File: config.mk
export PLATFORM = sky130hd
export DESIGN_NAME = bus_match_unit
export DESIGN_NICKNAME = d
export VERILOG_FILES = /design/src/rtl/bus_match_pkg.sv /design/src/rtl/bus_match_regs.sv /design/src/rtl/bus_match_chan.sv /design/src/rtl/bus_match_unit.sv
export SDC_FILE = /design/constraint.sdc
export NUM_CORES = 1
export LEC_CHECK = 0
export BUFFER_PORTS_ARGS = -buffer_cell sky130_fd_sc_hd__clkbuf_2
export CAP_MARGIN = 20
export CORE_UTILIZATION = 59
export CTS_CLUSTER_SIZE = 10
export DETAILED_ROUTE_END_ITERATION = 12
export PLACE_DENSITY = 0.81
export SLEW_MARGIN = 20
export SYNTH_ARGS = -nofsm -noshare
export SYNTH_HDL_FRONTEND = slang
export SYNTH_SLANG_ARGS = --single-unit
File: constraint.sdc
create_clock -name clk_i -period 3.06 [get_ports clk_i]
set_clock_uncertainty 0.2 [all_clocks]
set_input_delay 0.306 -clock clk_i [delete_from_list [all_inputs] [get_ports clk_i]]
set_output_delay 0.306 -clock clk_i [all_outputs]
set_load 0.02 [all_outputs]
File: src/rtl/bus_match_pkg.sv
package bus_match_pkg;
  localparam int ADDR_W = 16;
  localparam int DATA_W = 16;
  localparam int OFF_W  = 3;

  localparam logic [OFF_W-1:0] OFF_CTRL    = 3'd0;
  localparam logic [OFF_W-1:0] OFF_ADDR_HI = 3'd1;
  localparam logic [OFF_W-1:0] OFF_ADDR_LO = 3'd2;
  localparam logic [OFF_W-1:0] OFF_DATA_HI = 3'd3;
  localparam logic [OFF_W-1:0] OFF_DATA_LO = 3'd4;
  localparam logic [OFF_W-1:0] OFF_MASK_HI = 3'd5;
  localparam logic [OFF_W-1:0] OFF_MASK_LO = 3'd6;

  typedef struct packed {
    logic size_byte;
    logic size_en;
    logic dir_read;
    logic dir_en;
    logic tag_mode;
  } ch_ctrl_t;

  localparam int CTRL_W = $bits(ch_ctrl_t);
endpackage

File: src/rtl/bus_match_regs.sv
module bus_match_regs
  import bus_match_pkg::*;
#(
  parameter int NUM_CH = 3,
  parameter int CH_W   = 2,
  localparam int RA_W  = CH_W + OFF_W
) (
  input  logic                         clk_i,
  input  logic                         rst_ni,
  input  logic                         arm_i,
  input  logic [1:0]                   win_sel_i,
  input  logic                         reg_we_i,
  input  logic [RA_W-1:0]              reg_addr_i,
  input  logic [7:0]                   reg_wdata_i,
  output logic [7:0]                   reg_rdata_o,
  output ch_ctrl_t [NUM_CH-1:0]        ctrl_o,
  output logic [NUM_CH-1:0][ADDR_W-1:0] cmp_addr_o,
  output logic [DATA_W-1:0]            cmp_data_o,
  output logic [DATA_W-1:0]            cmp_mask_o
);
  logic             win_open;
  logic             wr_ok;
  logic [CH_W-1:0]  sel_ch;
  logic [OFF_W-1:0] sel_off;

  assign win_open = (win_sel_i == 2'b00);
  assign wr_ok    = reg_we_i && win_open && !arm_i;
  assign sel_ch   = reg_addr_i[RA_W-1:OFF_W];
  assign sel_off  = reg_addr_i[OFF_W-1:0];

  for (genvar i = 0; i < NUM_CH; i++) begin : g_ch
    logic hit_ch;
    assign hit_ch = wr_ok && (sel_ch == CH_W'(i));

    always_ff @(posedge clk_i or negedge rst_ni) begin
      if (!rst_ni) begin
        ctrl_o[i]     <= '0;
        cmp_addr_o[i] <= '0;
      end else if (hit_ch) begin
        case (sel_off)
          OFF_CTRL:    ctrl_o[i]           <= ch_ctrl_t'(reg_wdata_i[CTRL_W-1:0]);
          OFF_ADDR_HI: cmp_addr_o[i][15:8] <= reg_wdata_i;
          OFF_ADDR_LO: cmp_addr_o[i][7:0]  <= reg_wdata_i;
          default: ;
        endcase
      end
    end
  end

  // data value and mask exist for channel 0 only
  always_ff @(posedge clk_i or negedge rst_ni) begin
    if (!rst_ni) begin
      cmp_data_o <= '0;
      cmp_mask_o <= '0;
    end else if (wr_ok && sel_ch == '0) begin
      case (sel_off)
        OFF_DATA_HI: cmp_data_o[15:8] <= reg_wdata_i;
        OFF_DATA_LO: cmp_data_o[7:0]  <= reg_wdata_i;
        OFF_MASK_HI: cmp_mask_o[15:8] <= reg_wdata_i;
        OFF_MASK_LO: cmp_mask_o[7:0]  <= reg_wdata_i;
        default: ;
      endcase
    end
  end

  always_comb begin
    reg_rdata_o = '0;
    if (win_open) begin
      for (int i = 0; i < NUM_CH; i++) begin
        if (sel_ch == CH_W'(i)) begin
          case (sel_off)
            OFF_CTRL:    reg_rdata_o = 8'(ctrl_o[i]);
            OFF_ADDR_HI: reg_rdata_o = cmp_addr_o[i][15:8];
            OFF_ADDR_LO: reg_rdata_o = cmp_addr_o[i][7:0];
            default: ;
          endcase
        end
      end
      if (sel_ch == '0) begin
        case (sel_off)
          OFF_DATA_HI: reg_rdata_o = cmp_data_o[15:8];
          OFF_DATA_LO: reg_rdata_o = cmp_data_o[7:0];
          OFF_MASK_HI: reg_rdata_o = cmp_mask_o[15:8];
          OFF_MASK_LO: reg_rdata_o = cmp_mask_o[7:0];
          default: ;
        endcase
      end
    end
  end

  p_armed_no_write_r9: assert property (@(posedge clk_i) disable iff (!rst_ni)
    arm_i |=> ($stable(ctrl_o) && $stable(cmp_addr_o) && $stable(cmp_data_o) && $stable(cmp_mask_o)));

  p_window_no_write_r9: assert property (@(posedge clk_i) disable iff (!rst_ni)
    (win_sel_i != 2'b00) |=> ($stable(ctrl_o) && $stable(cmp_addr_o) && $stable(cmp_mask_o)));
endmodule

File: src/rtl/bus_match_chan.sv
module bus_match_chan
  import bus_match_pkg::*;
#(
  parameter bit HAS_DATA = 1'b0,
  parameter int TAG_W    = 4
) (
  input  logic              clk_i,
  input  logic              rst_ni,
  input  logic              arm_i,
  input  ch_ctrl_t          ctrl_i,
  input  logic [ADDR_W-1:0] cmp_addr_i,
  input  logic [DATA_W-1:0] cmp_data_i,
  input  logic [DATA_W-1:0] cmp_mask_i,
  input  logic              bus_valid_i,
  input  logic [ADDR_W-1:0] bus_addr_i,
  input  logic [DATA_W-1:0] bus_data_i,
  input  logic              bus_rnw_i,
  input  logic              bus_byte_i,
  input  logic              bus_fetch_i,
  input  logic [TAG_W-1:0]  bus_tag_i,
  input  logic              exec_valid_i,
  input  logic [TAG_W-1:0]  exec_tag_i,
  input  logic              flush_i,
  output logic              match_o
);
  logic             addr_ok, dir_ok, size_ok, data_ok, hit;
  logic             fire_forced, fire_tag, tag_set;
  logic             pend_q;
  logic [TAG_W-1:0] tag_q;

  assign addr_ok = (bus_addr_i == cmp_addr_i);
  assign dir_ok  = !ctrl_i.dir_en  || (bus_rnw_i  == ctrl_i.dir_read);
  assign size_ok = !ctrl_i.size_en || (bus_byte_i == ctrl_i.size_byte);

  if (HAS_DATA) begin : g_data
    logic [DATA_W-1:0] lane_mask;
    always_comb begin
      if (!bus_byte_i)       lane_mask = cmp_mask_i;
      else if (bus_addr_i[0]) lane_mask = {8'h00, cmp_mask_i[7:0]};
      else                   lane_mask = {cmp_mask_i[15:8], 8'h00};
    end
    assign data_ok = ctrl_i.tag_mode || (((bus_data_i ^ cmp_data_i) & lane_mask) == '0);
  end else begin : g_nodata
    logic unused_data;
    assign unused_data = ^{cmp_data_i, cmp_mask_i, bus_data_i};
    assign data_ok = 1'b1;
  end

  assign hit         = bus_valid_i && addr_ok && dir_ok && size_ok && data_ok;
  assign fire_forced = arm_i && hit && !ctrl_i.tag_mode;
  assign tag_set     = arm_i && hit && ctrl_i.tag_mode && bus_fetch_i;
  assign fire_tag    = arm_i && pend_q && exec_valid_i && (exec_tag_i == tag_q) && !flush_i;

  always_ff @(posedge clk_i or negedge rst_ni) begin
    if (!rst_ni) begin
      pend_q <= 1'b0;
      tag_q  <= '0;
    end else if (flush_i || !arm_i) begin
      pend_q <= 1'b0;
    end else if (tag_set) begin
      pend_q <= 1'b1;
      tag_q  <= bus_tag_i;
    end else if (fire_tag) begin
      pend_q <= 1'b0;
    end
  end

  always_ff @(posedge clk_i or negedge rst_ni) begin
    if (!rst_ni) match_o <= 1'b0;
    else         match_o <= fire_forced || fire_tag;
  end

  p_forced_pulse_r2: assert property (@(posedge clk_i) disable iff (!rst_ni)
    (arm_i && bus_valid_i && addr_ok && dir_ok && size_ok && data_ok && !ctrl_i.tag_mode) |=> match_o);

  p_tag_needs_exec_r7: assert property (@(posedge clk_i) disable iff (!rst_ni)
    (match_o && !$past(fire_forced)) |-> $past(exec_valid_i && pend_q && !flush_i));

  p_flush_clears_r8: assert property (@(posedge clk_i) disable iff (!rst_ni)
    flush_i |=> !pend_q);

  p_disarm_quiet_r10: assert property (@(posedge clk_i) disable iff (!rst_ni)
    !arm_i |=> (!match_o && !pend_q));
endmodule

File: src/rtl/bus_match_unit.sv
module bus_match_unit
  import bus_match_pkg::*;
#(
  parameter int NUM_CH = 3,
  parameter int TAG_W  = 4,
  localparam int CH_W  = (NUM_CH > 1) ? $clog2(NUM_CH) : 1,
  localparam int RA_W  = CH_W + OFF_W
) (
  input  logic              clk_i,
  input  logic              rst_ni,
  input  logic              arm_i,
  input  logic [1:0]        win_sel_i,
  input  logic              reg_we_i,
  input  logic [RA_W-1:0]   reg_addr_i,
  input  logic [7:0]        reg_wdata_i,
  output logic [7:0]        reg_rdata_o,
  input  logic              bus_valid_i,
  input  logic [ADDR_W-1:0] bus_addr_i,
  input  logic [DATA_W-1:0] bus_data_i,
  input  logic              bus_rnw_i,
  input  logic              bus_byte_i,
  input  logic              bus_fetch_i,
  input  logic [TAG_W-1:0]  bus_tag_i,
  input  logic              exec_valid_i,
  input  logic [TAG_W-1:0]  exec_tag_i,
  input  logic              flush_i,
  output logic [NUM_CH-1:0] match_o
);
  ch_ctrl_t [NUM_CH-1:0]         ctrl;
  logic [NUM_CH-1:0][ADDR_W-1:0] cmp_addr;
  logic [DATA_W-1:0]             cmp_data;
  logic [DATA_W-1:0]             cmp_mask;

  bus_match_regs #(.NUM_CH(NUM_CH), .CH_W(CH_W)) i_regs (
    .clk_i, .rst_ni, .arm_i, .win_sel_i, .reg_we_i, .reg_addr_i, .reg_wdata_i,
    .reg_rdata_o,
    .ctrl_o     (ctrl),
    .cmp_addr_o (cmp_addr),
    .cmp_data_o (cmp_data),
    .cmp_mask_o (cmp_mask)
  );

  for (genvar i = 0; i < NUM_CH; i++) begin : g_chan
    bus_match_chan #(.HAS_DATA(i == 0), .TAG_W(TAG_W)) i_chan (
      .clk_i, .rst_ni, .arm_i,
      .ctrl_i       (ctrl[i]),
      .cmp_addr_i   (cmp_addr[i]),
      .cmp_data_i   (cmp_data),
      .cmp_mask_i   (cmp_mask),
      .bus_valid_i, .bus_addr_i, .bus_data_i, .bus_rnw_i, .bus_byte_i,
      .bus_fetch_i, .bus_tag_i, .exec_valid_i, .exec_tag_i, .flush_i,
      .match_o      (match_o[i])
    );
  end

  p_reset_quiet_r1: assert property (@(posedge clk_i) disable iff (!rst_ni)
    $rose(rst_ni) |-> (match_o == '0));
endmodule

[Word-level counts from Yosys, hierarchy flattened]
Index checks and enable logic that the tools add are counted.
Operators by class
  multiplexer cells: 20
  eq/ne operators: 20
  bitwise gates (word level): 3
  reduce and logical (&&, ||, !) cells: 84
Operators with widths (number)
  $pmux W8 S3: 3
  $eq A16 B16 Y1: 3
  $mux W8: 5
  $logic_and A1 B1 Y1: 39
  $mux W16: 2
  $pmux W8 S4: 1
  $reduce_and A2 Y1: 16
  $and A16 B16 Y16: 1
  $logic_not A16 Y1: 1
  $xor A16 B16 Y16: 1
  $eq A4 B4 Y1: 3
  $logic_not A1 Y1: 11
  $logic_or A1 B1 Y1: 11
  $eq A3 B3 Y1 const B: 3
  $mux W1: 9
  $reduce_bool A3 Y1: 3
  $eq A1 B1 Y1: 6
  $eq A3 B2 Y1 const B: 2
  $logic_not A2 Y1: 2
  $eq A3 B1 Y1 const B: 1
  $logic_not A3 Y1: 1
  $eq A2 B1 Y1 const B: 1
  $eq A2 B2 Y1 const B: 1
  $not A1 Y1: 1
Storage, ports and cells
  output and inout port bits: 11
  word-level logic and storage cells: 161
  input bits: 65
  bits in registers: 113

[Logic depth before layout (Yosys ltp)]
  depth after elaboration: 11
  depth in mapped cells: 9
  mapped depth without buffers: 6

[Modules after synthesis]
Synthesis repeated with hierarchy kept, for this count alone.
Unflattened totals
  cells, all modules: 541
  area, all modules: 6428.7 µm²
Modules (own cells, without submodules)
  bus_match_regs: sequential area each 2377.3 µm², times used 1, area each 4620.7 µm², cells each 355
  bus_match_chan (g_chan[1].i_chan ...): sequential area each 150.1 µm², times used 2, area each 524.3 µm², cells each 53
  bus_match_chan (g_chan[0].i_chan): sequential area each 150.1 µm², times used 1, area each 759.5 µm², cells each 80

[Worst setup path before layout]
OpenSTA, ideal clock, no wires.
  path kind: input to output
  start point: input port reg_addr_i[1]
  end point: output port reg_rdata_o[1]
  arrival: 2.252 ns
  required time: 2.554 ns
  slack: 0.302 ns
  path buffers: 2
  stages on the path: 6
  cells stage by stage: buf_2 and2b_1 buf_2 a211oi_1 o32ai_1 a2111oi_0
Between the ends
  cells in the longest elaborated chain, start to end: 10
  elaborated cells between the ends (all ways): 16
  those cells by class: eq/ne (6); mux (9); reduce/logical (1)
RTL lines
  start: declaration: RTL line bus_match_unit.sv:14  | input logic [RA_W-1:0] reg_addr_i,
  $eq A3 B2 Y1 (tied with other cells): RTL line bus_match_regs.sv:71  | case (sel_off)
  $pmux W8 S3: RTL line bus_match_regs.sv:71
  $mux W8: RTL line bus_match_regs.sv:70  | if (sel_ch == CH_W'(i)) begin
  $pmux W8 S3: RTL line bus_match_regs.sv:71
  $mux W8: RTL line bus_match_regs.sv:70
  $pmux W8 S3: RTL line bus_match_regs.sv:71
  $mux W8: RTL line bus_match_regs.sv:70
  $pmux W8 S4: RTL line bus_match_regs.sv:80  | case (sel_off)
  $mux W8 *: RTL line bus_match_regs.sv:79  | if (sel_ch == '0) begin
  $mux W8 *: RTL line bus_match_regs.sv:68  | if (win_open) begin
  end: declaration: RTL line bus_match_unit.sv:16  | output logic [7:0] reg_rdata_o,
Mark *: on every way between the ends. The rest lies on a longest branch, timed or not.

[Worst setup path after layout]
  start point: register i_regs.ctrl_o[1] (netlist name)
  end point: output port reg_rdata_o[1]
Between the ends
  cells in the longest elaborated chain, start to end: 9
RTL lines
  start: declaration: RTL line bus_match_regs.sv:16  | output ch_ctrl_t [NUM_CH-1:0] ctrl_o,
  start signal: indexed assignment: RTL line bus_match_regs.sv:41  | OFF_CTRL: ctrl_o[i] <= ch_ctrl_t'(reg_wdata_i[CTRL_W-1:0]);
  $pmux W8 S3 *: RTL line bus_match_regs.sv:71
  $mux W8 *: RTL line bus_match_regs.sv:70
  $pmux W8 S3: RTL line bus_match_regs.sv:71
  $mux W8 *: RTL line bus_match_regs.sv:70
  $pmux W8 S3: RTL line bus_match_regs.sv:71
  $mux W8 *: RTL line bus_match_regs.sv:70
  $pmux W8 S4: RTL line bus_match_regs.sv:80
  $mux W8 *: RTL line bus_match_regs.sv:79
  $mux W8 *: RTL line bus_match_regs.sv:68
Marks and branches as above.

==> impl_metrics.csv <==
group,metric,value,unit
run,maxCapViolations,0,
drt,vias,4887,
sta,hold_violations,0,
worst_hold_path,hold_class,"primary input to register",
sta,rsz0062_at_grt,"no",
worst_setup_path,critical_path_class,"register to output port",
pwr,vdd_drop_max,0.000438,V
global_route,antenna_found_initial,0,
global_route,grt_max_degree,69,
synth,synth_ff_type,"dfrtp_1",
drt,drtAntennaViolNets,0,
worst_setup_path,critPathArrivalTime,2190,ps
place,dp_hpwl,12.4,mm
sta,fmax,0.372,GHz
global_route,grt_pass1_wl,27.3,mm
synth,synth_top_family_by_area,"multiplexers",
sta,whs,15.3,ps
sta,period_share,87.9,%
worst_setup_path,endpoint_kind,"output port",
cells_and_area,diodes,0,
floorplanning,start_util,61.0,%
worst_setup_path,critPathRequiredTime,2550,ps
drt,drt_pass1_iterations,5,
floorplanning,core,10300,µm²
floorplanning,fp.dieH,105,µm
drt,drc,0,
floorplanning,die_area,11100,µm²
drt,wl_per_cell,22.2,µm
synth,synth_warnings,0,
sta,finalSetupViolCount,0,
pwr,powerDensity,545,nW/µm²
sta,slew_headroom,58.2,%
clock_network,numCtsBuffers,17,
sta,worst_pin_slew,628,ps
worst_setup_path,critPathMaxStageDelay,490,ps
synth,synth_cell_types,47,
synth,synthMuxAreaShare,23.3,%
floorplanning,die_x,105,µm
synth,synth-seq-cells,113,
place,numPortBuffers,75,
drt,wl,17.2,mm
clock_network,cts_tree,"done",
floorplanning,rows,37,
worst_setup_path,slowest_stage,"a2111oi_0",
floorplanning,ios,76,
cells_and_area,syn_to_final_growth,18.0,%
global_route,overflow,0,
synth,synth_compound_area_share,9.34,%
synth,synth.most_common_cell,"dfrtp_1",
clock_network,clkSlewWorstSetupHoldPaths,60,ps
synth,seq_area_frac_synth,44.9,%
clock_network,htree_levels,4,
synth,synth-xor-area-share,11.0,%
clock_network,clk_latency,530,ps
worst_setup_path,start_kind,"register",
worst_setup_path,path_max_fanout,3,
synth,async_reset_ff_share,100,%
clock_network,cts_sinks,113,
global_route,track_usage,33.1,%
place,globalplace.congestion,0.970,
synth,yosys-top-cells-area,"dfrtp_1, mux2_2, xor2_1",
clock_network,clockBufferDepth,2,
synth,synth_commonest_cells,"dfrtp_1, mux2_2, xor2_1",
synth,avgSynthCellArea,11.5,µm²
cells_and_area,nets,692,
worst_setup_path,critPathMostFrequentCell,"a211oi_1",
run_status,status,"completed",
synth,syn_nets,614,
worst_setup_path,worstPathCellList,"nor2b_1 > a211oi_1 > a211oi_1 > o32ai_1 > a2111oi_0 > clkbuf_2",
global_route,grt_pass1_vias,4968,
sta,setup_tns,0,ps
drt,viasPerCell,6.30,
synth,synthAdderAreaFrac,0,%
sta,slew_viol_final,0,
synth,netlist_area,6290,µm²
synth,synth_edf_count,0,
drt,drtIter0Drc,437,
cells_and_area,drive_gt1_share,35.5,%
pwr,p_leak,0.00360,µW
synth,synthSimpleGateAreaFrac,8.67,%
sta,finalCriticalPeriod,2690,ps
synth,yosys.area.top_type_share,44.9,%
synth,yosys.area.top_type,"dfrtp_1",
synth,synthCells,549,
clock_network,clock_tree.root_cell,"clkbuf_8",
==> kinds of logic (layout without fill, tap and decap cells) <==
kind of cell | count (synthesis) | after routing
DFF | 113 | 113
muxes | 130 | 130
and+or+nand+nor | 100 | 100
buffers and inverters | 37 | 128
AOI/OAI and AO/OA | 90 | 90
xor gates and xnor gates | 79 | 79
==> worst paths after layout <==
| kind | from | end | slack [ps] | depth (start not counted) |
|---|---|---|---|---|
| setup / recovery | i_regs.ctrl_o[1] | reg_rdata_o[1] | 370 | 6 |
| hold / removal | exec_tag_i[2] | g_chan[2].i_chan.match_o | 20 | 4 |
| setup reg to reg | i_regs.cmp_addr_o[10] | g_chan[0].i_chan.tag_q[2] | 500 | 5 |
| hold reg to reg | g_chan[0].i_chan.pend_q | g_chan[0].i_chan.pend_q | 310 | 1 |
| max in group asynchronous | rst_ni | i_regs.ctrl_o[10] | 1750 | 3 |
| min in group asynchronous | rst_ni | i_regs.cmp_addr_o[37] | 140 | 2 |
==> stage by stage <==
| step | std cells | setup slack, ps | utilization [%] | area (µm²) | total power [µW] |
|---|---|---|---|---|---|
| floorplan | 549 | 302 | - | 6290 | 1860 |
| global placement | 739 | 566 | 65.6 | 6770 | 2030 |
| detailed placement | 739 | 489 | 65.6 | 6770 | 2040 |
| CTS | 776 | 370 | 71.9 | 7420 | 4060 |
| global route | 776 | 319 | 71.9 | 7420 | 4170 |
| finish | 776 | 369 | 71.9 | 7420 | 4040 |
==> registers in the layout, summed over array words and instances, names as in the netlist <==
name	cells
i_regs.cmp_addr_o	48
i_regs.cmp_data_o	16
i_regs.cmp_mask_o	16
i_regs.ctrl_o	15
g_chan.i_chan.tag_q	12
g_chan.i_chan.match_o	3
g_chan.i_chan.pend_q	3
==> cells in the final DEF, fill, tap and decap left out, types with 7 or more instances in the layout <==
master,instances
dfrtp_1,113
mux2_2,99
clkbuf_2,74
xor2_1,48
xnor2_1,31
nand2_1,30
mux2i_1,23
a21oi_1,21
a22oi_1,21
o21ai_0,19
clkbuf_16,16
nor2_1,13
nand4_1,10
buf_4,9
nor4_1,8
mux2_4,8
inv_1,7
o22ai_1,7
nand3_1,7
==> timing repair <==
action / in CTS / in global routing
hold buffers: 5 / 0
endpoints found under the hold margin: 57 / 0
gates resized for setup: 0 / 0
buffers inserted: 0 / 0
==> metal layers <==
metal	vias to the layer above	share of wire [%]	GRT usage (%)
met5	-	0	0
met4	0	3.4	14.9
met3	54	6.9	7.67
met2	245	48	53.1
met1	2445	41	42.9
li1	2143	-	-
==> where the power goes <==
part	total (µW)	switching [µW]	internal (µW)	leakage, µW
combinational	410	233	177	0.00174
clock	2010	661	1350	0.000294
sequential	1620	67.7	1560	0.00156
total	4040	961	3080	0.00360
==> layout make-up <==
| cell class | instances | area [µm²] |
|---|---|---|
| clock inverter | 4 | 95.1 |
| timing repair buffer | 89 | 508 |
| multi-input combinational | 399 | 3290 |
| clock buffer | 28 | 505 |
| fill | 735 | 2900 |
| inverter | 7 | 26.3 |
| sequential | 113 | 2830 |
| tap | 136 | 170 |
==> critical path, delay by kind of cell (launching register included) <==
kind                   cells  cell delay (ps)
AOI/OAI and AO/OA          4              900
DFF                        1              370
and+or+nand+nor            1              140
buffers and inverters      1              250
Note: power is estimated with default switching activity, not from simulation.
